--- config.mk ---
export PLATFORM = sky130hd
export DESIGN_NAME = sign_delay_rectifier
export DESIGN_NICKNAME = d
export VERILOG_FILES = /design/src/rtl/sign_delay_rectifier.sv
export SDC_FILE = /design/constraint.sdc
export NUM_CORES = 1
export LEC_CHECK = 0
export BUFFER_PORTS_ARGS = -buffer_cell sky130_fd_sc_hd__buf_4
export CAP_MARGIN = 20
export CORE_ASPECT_RATIO = 1.75
export CORE_MARGIN = 2
export CORE_UTILIZATION = 48
export DETAILED_ROUTE_END_ITERATION = 10
export GPL_TIMING_DRIVEN = 0
export PLACE_DENSITY = 0.85
export SYNTH_ARGS = -nofsm -noshare
export SYNTH_HDL_FRONTEND = slang
export SYNTH_SLANG_ARGS = --single-unit
--- constraint.sdc ---
create_clock -name clk -period 2.3 [get_ports clk]
set_input_delay 0.345 -clock clk [delete_from_list [all_inputs] [get_ports clk]]
set_output_delay 0.345 -clock clk [all_outputs]
set_load 0.005 [all_outputs]
--- src/rtl/sign_delay_rectifier.sv ---
module sign_delay_rectifier #(
  parameter int DW = 16,
  parameter int CW = 7
) (
  input  logic                 clk,
  input  logic                 rst_n,
  input  logic                 in_valid,
  input  logic signed [DW-1:0] in_data,
  input  logic                 sgn_carrier,
  input  logic                 sgn_next,
  input  logic                 sgn_ext_a,
  input  logic                 sgn_ext_b,
  input  logic [1:0]           sign_src,
  input  logic                 rect_en,
  input  logic [CW-1:0]        dly_pos,
  input  logic [CW-1:0]        dly_neg,
  input  logic                 cap_rd,
  output logic                 out_valid,
  output logic signed [DW-1:0] out_data,
  output logic                 sel_sign,
  output logic                 dly_sign,
  output logic [CW-1:0]        sd_count,
  output logic [CW-1:0]        sd_cap,
  output logic                 sd_valid
);
  localparam logic [CW-1:0]        CNT_MAX = '1;
  localparam logic signed [DW-1:0] S_MIN   = {1'b1, {(DW-1){1'b0}}};
  localparam logic signed [DW-1:0] S_MAX   = ~S_MIN;

  logic            sel_q;
  logic            res_sgn_q;
  logic            sel_edge;
  logic [CW-1:0]   dly_lim;
  logic            cap_hit;
  logic signed [DW-1:0] neg_data;

  always_comb begin
    case (sign_src)
      2'd0:    sel_sign = sgn_carrier;
      2'd1:    sel_sign = sgn_next;
      2'd2:    sel_sign = sgn_ext_a;
      default: sel_sign = sgn_ext_b;
    endcase
  end

  assign sel_edge = sel_sign != sel_q;
  assign dly_lim  = sel_q ? dly_neg : dly_pos;
  assign cap_hit  = in_valid && (in_data[DW-1] != res_sgn_q);
  assign neg_data = (in_data == S_MIN) ? S_MAX : -in_data;

  always_ff @(posedge clk or negedge rst_n) begin
    if (!rst_n) begin
      sel_q    <= 1'b0;
      sd_count <= '0;
      dly_sign <= 1'b0;
    end else begin
      sel_q <= sel_sign;
      if (sel_edge)
        sd_count <= '0;
      else if (sd_count != CNT_MAX)
        sd_count <= sd_count + 1'b1;
      if (!sel_edge && dly_sign != sel_q && sd_count == dly_lim)
        dly_sign <= sel_q;
    end
  end

  always_ff @(posedge clk or negedge rst_n) begin
    if (!rst_n) begin
      res_sgn_q <= 1'b0;
      sd_cap    <= '0;
      sd_valid  <= 1'b0;
    end else begin
      if (in_valid)
        res_sgn_q <= in_data[DW-1];
      if (cap_hit) begin
        sd_cap   <= sd_count;
        sd_valid <= 1'b1;
      end else if (cap_rd) begin
        sd_valid <= 1'b0;
      end
    end
  end

  always_ff @(posedge clk or negedge rst_n) begin
    if (!rst_n) begin
      out_valid <= 1'b0;
      out_data  <= '0;
    end else begin
      out_valid <= in_valid;
      if (in_valid)
        out_data <= (rect_en && dly_sign) ? neg_data : in_data;
    end
  end
endmodule


==> flow_metrics.tcl, run 1 <==
set metrics [dict create \
    instances_no_fill 310 \
    rsz0062_at_grt "no" \
    clock_skew_ps 7.64 \
    cp_slowest_cell "or4_4" \
    r2r_start "sel_q$_DFF_PN0_" \
    ir_drop_uv 677 \
    cp.required_ps 2510 \
    holdBufCountCts 0 \
    wire_per_inst_um 14.8 \
    ys_types 35 \
    cts.path.max_buffers 2 \
    worst_pin_slew_ps 596 \
    num-fill-cells 312 \
    setup_viol 0 \
    synth_area_per_cell_sq_um 10.4 \
    cts_tree "done" \
    setup_ws_ps 196 \
    utilization_pct 67.9 \
    cts_repair_resize_count 0 \
    preCtsSetupSlack_ps -151 \
    seq_area_frac_synth_pct 46.9 \
    critPathLaunchType "input port" \
    first_pass_iters 4 \
    synthToLayoutAreaGrowth_pct 37.8 \
    fp.dieArea_sq_um 4420 \
    drt_iter0_drc 32 \
    first_global_vias 1717 \
    max-slew-margin-rel_pct 60.1 \
    ys_warn_count 0 \
    timing.final.max_slew_violations 0 \
    slowest_delay_ps 540 \
    placementRows 30 \
    drc 0 \
    crit_chain "buf_4, or4_4, or3_4, nor4_4, nor2b_1, buf_2, a21oi_1" \
    insertion_delay_ps 290 \
    multi_input_area_sq_um 957 \
    initial_core_util_pct 49.2 \
    syn_inst 180 \
    vias 1653 \
    r2r-end "dly_sign$_DFFE_PN0P_" \
    dp.final_hpwl_um 3570 \
    ys_ff_latch 35 \
    r2r_cells 6 \
    postCtsSetupBuffers 0 \
    drive_gt1_share_pct 37.8 \
    critical_path_arrival_ps 2320 \
    cp_top_family "simple AND/OR/NAND/NOR gates" \
    path_max_fanout 9 \
    cts_root_buf "clkbuf_8" \
    avgViaCountPerCell 5.33 \
    antenna_found_initial 0 \
    period_share_pct 91.5 \
    tns_ps 0 \
    synth_area_sq_um 1870 \
    p_per_area_nw_per_um2 686 \
    final-seq-area_sq_um 876 \
    hp-class "input port to async pin" \
    gr-total-overflow 0 \
    regToRegSetupSlack_ps 280 \
    grt_pass1_wl_um 7360 \
    cts_buffers 5 \
    core_area_sq_um 3790 \
    die-width_um 51.1 \
    path_buf_inv 2 \
    clock-sinks 35 \
    grt_util_all_layers_pct 22.3 \
    endpoint_kind "flop" \
    dp.cells 302 \
    clock.fmax_mhz 475 \
    h-tree-depth 2 \
    insertedDiodeCount 0 \
    critical_path_class "input port to flop" \
    drv_cap 0 \
    nNetsFinal 304 \
    die-height_um 86.5 \
    io_pins 75 \
    timing.final.crit_period_ps 2100 \
    status "finished clean" \
    clkTransAtPathRegs_ps 80 \
    portBuffers 74 \
    gp_congestion 0.830 \
    ant_nets 0 \
    hold_viol 0 \
    syn_nets 223 \
    grt_start_max_net_pins 36 \
    wirelength_um 4590 \
    p_leak_nw 1.25 \
]
## sequential cells by signal, indices dropped and copies added, names as in the netlist
register   cells
res_sgn_q      1
dly_sign       1
sel_q          1
sd_valid       1
sd_count       7
out_valid      1
out_data      16
sd_cap         7
## cell families after synthesis
logic type / synth area share (%)
AOI/OAI and AO/OA: 10.9
xor gates and xnor gates: 11.3
muxes: 10.9
DFF: 46.9
and+or+nand+nor: 16.6
buffers and inverters: 2.08
adders and majority gates: 1.34
## metal layers
| layer | GRT usage (%) | share of wire [%] | wire [um] | up-vias |
|---|---|---|---|---|
| li1 | - | - | - | 796 |
| met1 | 20.9 | 34 | 1580 | 790 |
| met2 | 43.2 | 58 | 2680 | 61 |
| met3 | 5.00 | 5.7 | 261 | 6 |
| met4 | 11.1 | 1.7 | 77 | 0 |
| met5 | 0 | 0 | 0 | - |
## cell usage in the layout, fill, tap and decap left out, drive strengths merged, types with 2 or more instances in the layout
master	count
buf	75
dfrtp	35
nor2	29
xor2	21
a21oi	15
clkbuf	12
mux2	9
mux2i	8
o21ai	6
nand2	5
inv	3
nand3	3
o31ai	3
a31oi	3
xnor2	3
nand4	3
and3	3
or4	3
or3	3
nor2b	2
o21a	2
o41ai	2
ha	2
## how the worst max path moves through the flow
stage | start | end | slack [ps] | cells past startpoint
after floorplan | in_data[6] | out_data[13]$_DFFE_PN0P_ | 210 | 5
after global placement | in_data[0] | out_data[15]$_DFFE_PN0P_ | -100 | 8
after detailed placement | in_data[1] | out_data[10]$_DFFE_PN0P_ | -150 | 9
after CTS | in_data[1] | out_data[10]$_DFFE_PN0P_ | 140 | 9
after global routing | in_data[11] | out_data[10]$_DFFE_PN0P_ | 90 | 7
final | in_data[11] | out_data[10]$_DFFE_PN0P_ | 200 | 7
## worst register-to-register path, stage by stage (launching register included)
cell and delay (ps):
dfrtp_1 320, clkbuf_1 440, mux2i_1 300, xor2_1 170
nand3_1 100, nor3_1 220, mux2_2 360
## layout make-up
cell class,instances,share of cell area [%]
clock buffer,6,2.82
buffer,7,1.07
inverter,3,0.438
multi-input combinational,135,37.2
clock inverter,2,0.486
sequential,35,34.0
timing repair buffer,74,21.6
tap,48,2.33
## stage by stage
step | power (mW) | area [sq um] | hold WS, ps
final | 1.76 | 2570 | 4.46
after detailed placement | 1.34 | 2480 | 325
after global placement | 1.32 | 2480 | 324
after floorplan | 1.05 | 1870 | 49.4
after global routing | 1.86 | 2570 | 34.6
after CTS | 1.79 | 2570 | 7.97
## report_power, final
part / internal (mW) / switching (mW) / leakage, nW
sequential: 0.712 / 0.0828 / 0.430
combinational: 0.298 / 0.232 / 0.782
clock: 0.212 / 0.229 / 0.0412
## synth_stat cells
cell / n / area (sq um)
o22a_1: 1 / 8.76
a21oi_1: 15 / 75.1
xnor2_1: 3 / 26.3
mux2_2: 9 / 101
o21ai_0: 6 / 30.0
nor2_1: 29 / 109
and3_1: 3 / 18.8
buf_2: 1 / 5.00
and3b_1: 1 / 8.76
or4_1: 1 / 7.51
a211oi_1: 1 / 7.51
o21a_1: 2 / 15.0
or4_4: 2 / 22.5
ha_1: 2 / 25.0
o31ai_1: 3 / 22.5
mux4_2: 1 / 22.5
mux2i_1: 8 / 80.1
a31o_2: 1 / 8.76
inv_1: 3 / 11.3
nand4_1: 3 / 18.8
clkbuf_1: 6 / 22.5
xor2_1: 21 / 184
and2_1: 1 / 6.26
nand3_1: 3 / 15.0
nand2_1: 5 / 18.8
nor2b_1: 2 / 12.5
nor3_1: 1 / 5.00
nor4_4: 1 / 21.3
a31oi_1: 3 / 18.8
nor3b_1: 1 / 7.51
or3b_1: 1 / 8.76
o41ai_1: 2 / 17.5
or3_4: 2 / 22.5
or3_1: 1 / 6.26
dfrtp_1: 35 / 876
Note: power is estimated with default switching activity, not from simulation.
==> run 2: changes to the inputs <==
Settings changed: RECOVER_POWER set to 25.
==> flow_metrics.tcl, run 2 (synthesized netlist as in run 1, its figures left out) <==
set metrics [dict create \
    status "complete, but fails checks" \
    failed_checks "max-capacitance violations, max-slew violations" \
    initial_core_util_pct 49.2 \
    drv_cap 1 \
    cts.path.max_buffers 2 \
    largestRegisters "out_data: 16 flops, sd_cap: 7 flops, sd_count: 7 flops" \
    postCtsSetupBuffers 0 \
    cp.required_ps 2510 \
    tns_ps 0 \
    critical_path_class "input port to flop" \
    cp_slowest_cell "or4_4" \
    cts_root_buf "clkbuf_8" \
    synthToLayoutAreaGrowth_pct 37.6 \
    pwr-share-comb_pct 30.0 \
    slowest_delay_ps 540 \
    wirelength_um 4600 \
    whs_path_depth 1 \
    worst_pin_slew_ps 1900 \
    antenna_found_initial 0 \
    gr-total-overflow 0 \
    ir_drop_uv 677 \
    wire_per_inst_um 14.8 \
    vias 1656 \
    clock.fmax_mhz 475 \
    timing.final.crit_period_ps 2100 \
    h-tree-depth 2 \
    io_pins 75 \
    num-fill-cells 314 \
    switching_share_pct 30.8 \
    largest_register "out_data" \
    power.switching_mw 0.542 \
    r2r-end "dly_sign$_DFFE_PN0P_" \
    dp.final_hpwl_um 3570 \
    crit_chain "buf_4, or4_4, or3_4, nor4_4, nor2b_1, buf_2, a21oi_1" \
    r2r_start "sel_q$_DFF_PN0_" \
    drive_gt1_share_pct 37.4 \
    cp-startpoint "in_data[11]" \
    clockPowerShare_pct 25.0 \
    endpoint "out_data[10]$_DFFE_PN0P_" \
    hp-class "input port to flop" \
    p_int_mw 1.22 \
    cts_tree "done" \
    rsz0062_at_grt "no" \
    clock-sinks 35 \
    endpoint_kind "flop" \
    nNetsFinal 304 \
    period_share_pct 91.5 \
    gp_congestion 0.830 \
    core_area_sq_um 3790 \
    p_leak_nw 1.25 \
    layout_common_cells "buf_4 (72), dfrtp_1 (35), nor2_1 (29)" \
    insertion_delay_ps 290 \
    portBuffers 74 \
    instances_no_fill 310 \
    grt_start_max_net_pins 36 \
    fp.dieArea_sq_um 4420 \
    grt_pass1_wl_um 7360 \
    r2r_cells 6 \
    placementRows 30 \
    insertedDiodeCount 0 \
    drt_iter0_drc 32 \
    clock_skew_ps 7.25 \
    timing.final.max_slew_violations 36 \
    hold_viol 0 \
    ant_nets 0 \
    critPathLaunchType "input port" \
    max-slew-margin-rel_pct -26.9 \
    placed_area_sq_um 2480 \
    die-height_um 86.5 \
    first_global_vias 1717 \
    cp_top_family "simple AND/OR/NAND/NOR gates" \
    layout_commonest_cell "buf_4" \
    cp.depth 7 \
    path_max_fanout 9 \
    die-width_um 51.1 \
    pwr-share-seq_pct 45.0 \
    avgViaCountPerCell 5.34 \
    first_pass_iters 4 \
    setup_viol 0 \
    path_buf_inv 2 \
    holdWs_ps 189 \
    drc 0 \
    dp.cells 302 \
    setup_ws_ps 196 \
    grt_util_all_layers_pct 22.3 \
    p_per_area_nw_per_um2 686 \
    cts_buffers 5 \
    preCtsSetupSlack_ps -151 \
    regToRegSetupSlack_ps 280 \
    fin_area_sq_um 2570 \
    clkTransAtPathRegs_ps 80 \
    critical_path_arrival_ps 2320 \
    largest_reg_flops 16 \
]
-- run 2: cell count changes in the layout (fill, tap and decap cells not counted) --
| cell | before | now |
|---|---|---|
| clkbuf_1 | 7 | 8 |
| clkbuf_4 | 0 | 1 |
| buf_4 | 74 | 72 |
-- run 2: worst min path at each step --
stage / start / to / slack [ps]
2_1_floorplan: rst_n / dly_sign$_DFFE_PN0P_ / 50
3_3_place_gp: rst_n / sel_q$_DFF_PN0_ / 320
3_5_place_dp: rst_n / sel_q$_DFF_PN0_ / 330
4_1_cts: rst_n / sd_count[6]$_DFFE_PN0P_ / 8
5_1_grt: in_valid / out_valid$_DFF_PN0_ / 180
6_report: in_valid / out_valid$_DFF_PN0_ / 190
-- run 2: cell type report --
type / count / area (sq um) / share of cell area [%]
Clock buffer: 6 / 72.6 / 2.83
Tap cell: 48 / 60.1 / 2.34
Clock inverter: 2 / 12.5 / 0.487
Sequential cell: 35 / 876 / 34.1
Buffer: 7 / 27.5 / 1.07
Timing Repair Buffer: 74 / 552 / 21.5
Inverter: 3 / 11.3 / 0.438
Multi-Input combinational cell: 135 / 957 / 37.3
-- run 2: power by group through the flow --
| stage | combinational (mW) | clock, mW | sequential [mW] |
|---|---|---|---|
| floorplan | 0.252 | 0 | 0.797 |
| global placement | 0.514 | 0 | 0.803 |
| detailed placement | 0.535 | 0 | 0.805 |
| CTS | 0.536 | 0.455 | 0.796 |
| global route | 0.584 | 0.471 | 0.807 |
| finish | 0.529 | 0.440 | 0.794 |
-- run 2: through the flow --
stage               power, mW  utilization, %
floorplan                1.05               -
global placement         1.32            65.5
detailed placement       1.34            65.5
CTS                      1.79            67.7
global route             1.86            67.8
finish                   1.76            67.8
-- run 2: routing by layer --
metal	part of all wire (%)	vias up	global-route usage [%]	routed length, um
met4	1.7	0	11.1	77
met5	0	-	0	0
met3	5.7	6	5.00	262
met2	58	61	43.2	2680
li1	-	795	-	-
met1	34	794	20.9	1580
-- run 2: repair_timing --
action,CTS,global route
hold buffers,0,0
endpoints found under the setup margin,0,6
resized for setup,0,1
-- run 2: worst reg2reg max path: stages, from the launching register on --
cell and delay, ps:
dfrtp_1 320, clkbuf_1 440, mux2i_1 300, xor2_1 170
nand3_1 100, nor3_1 220, mux2_2 360
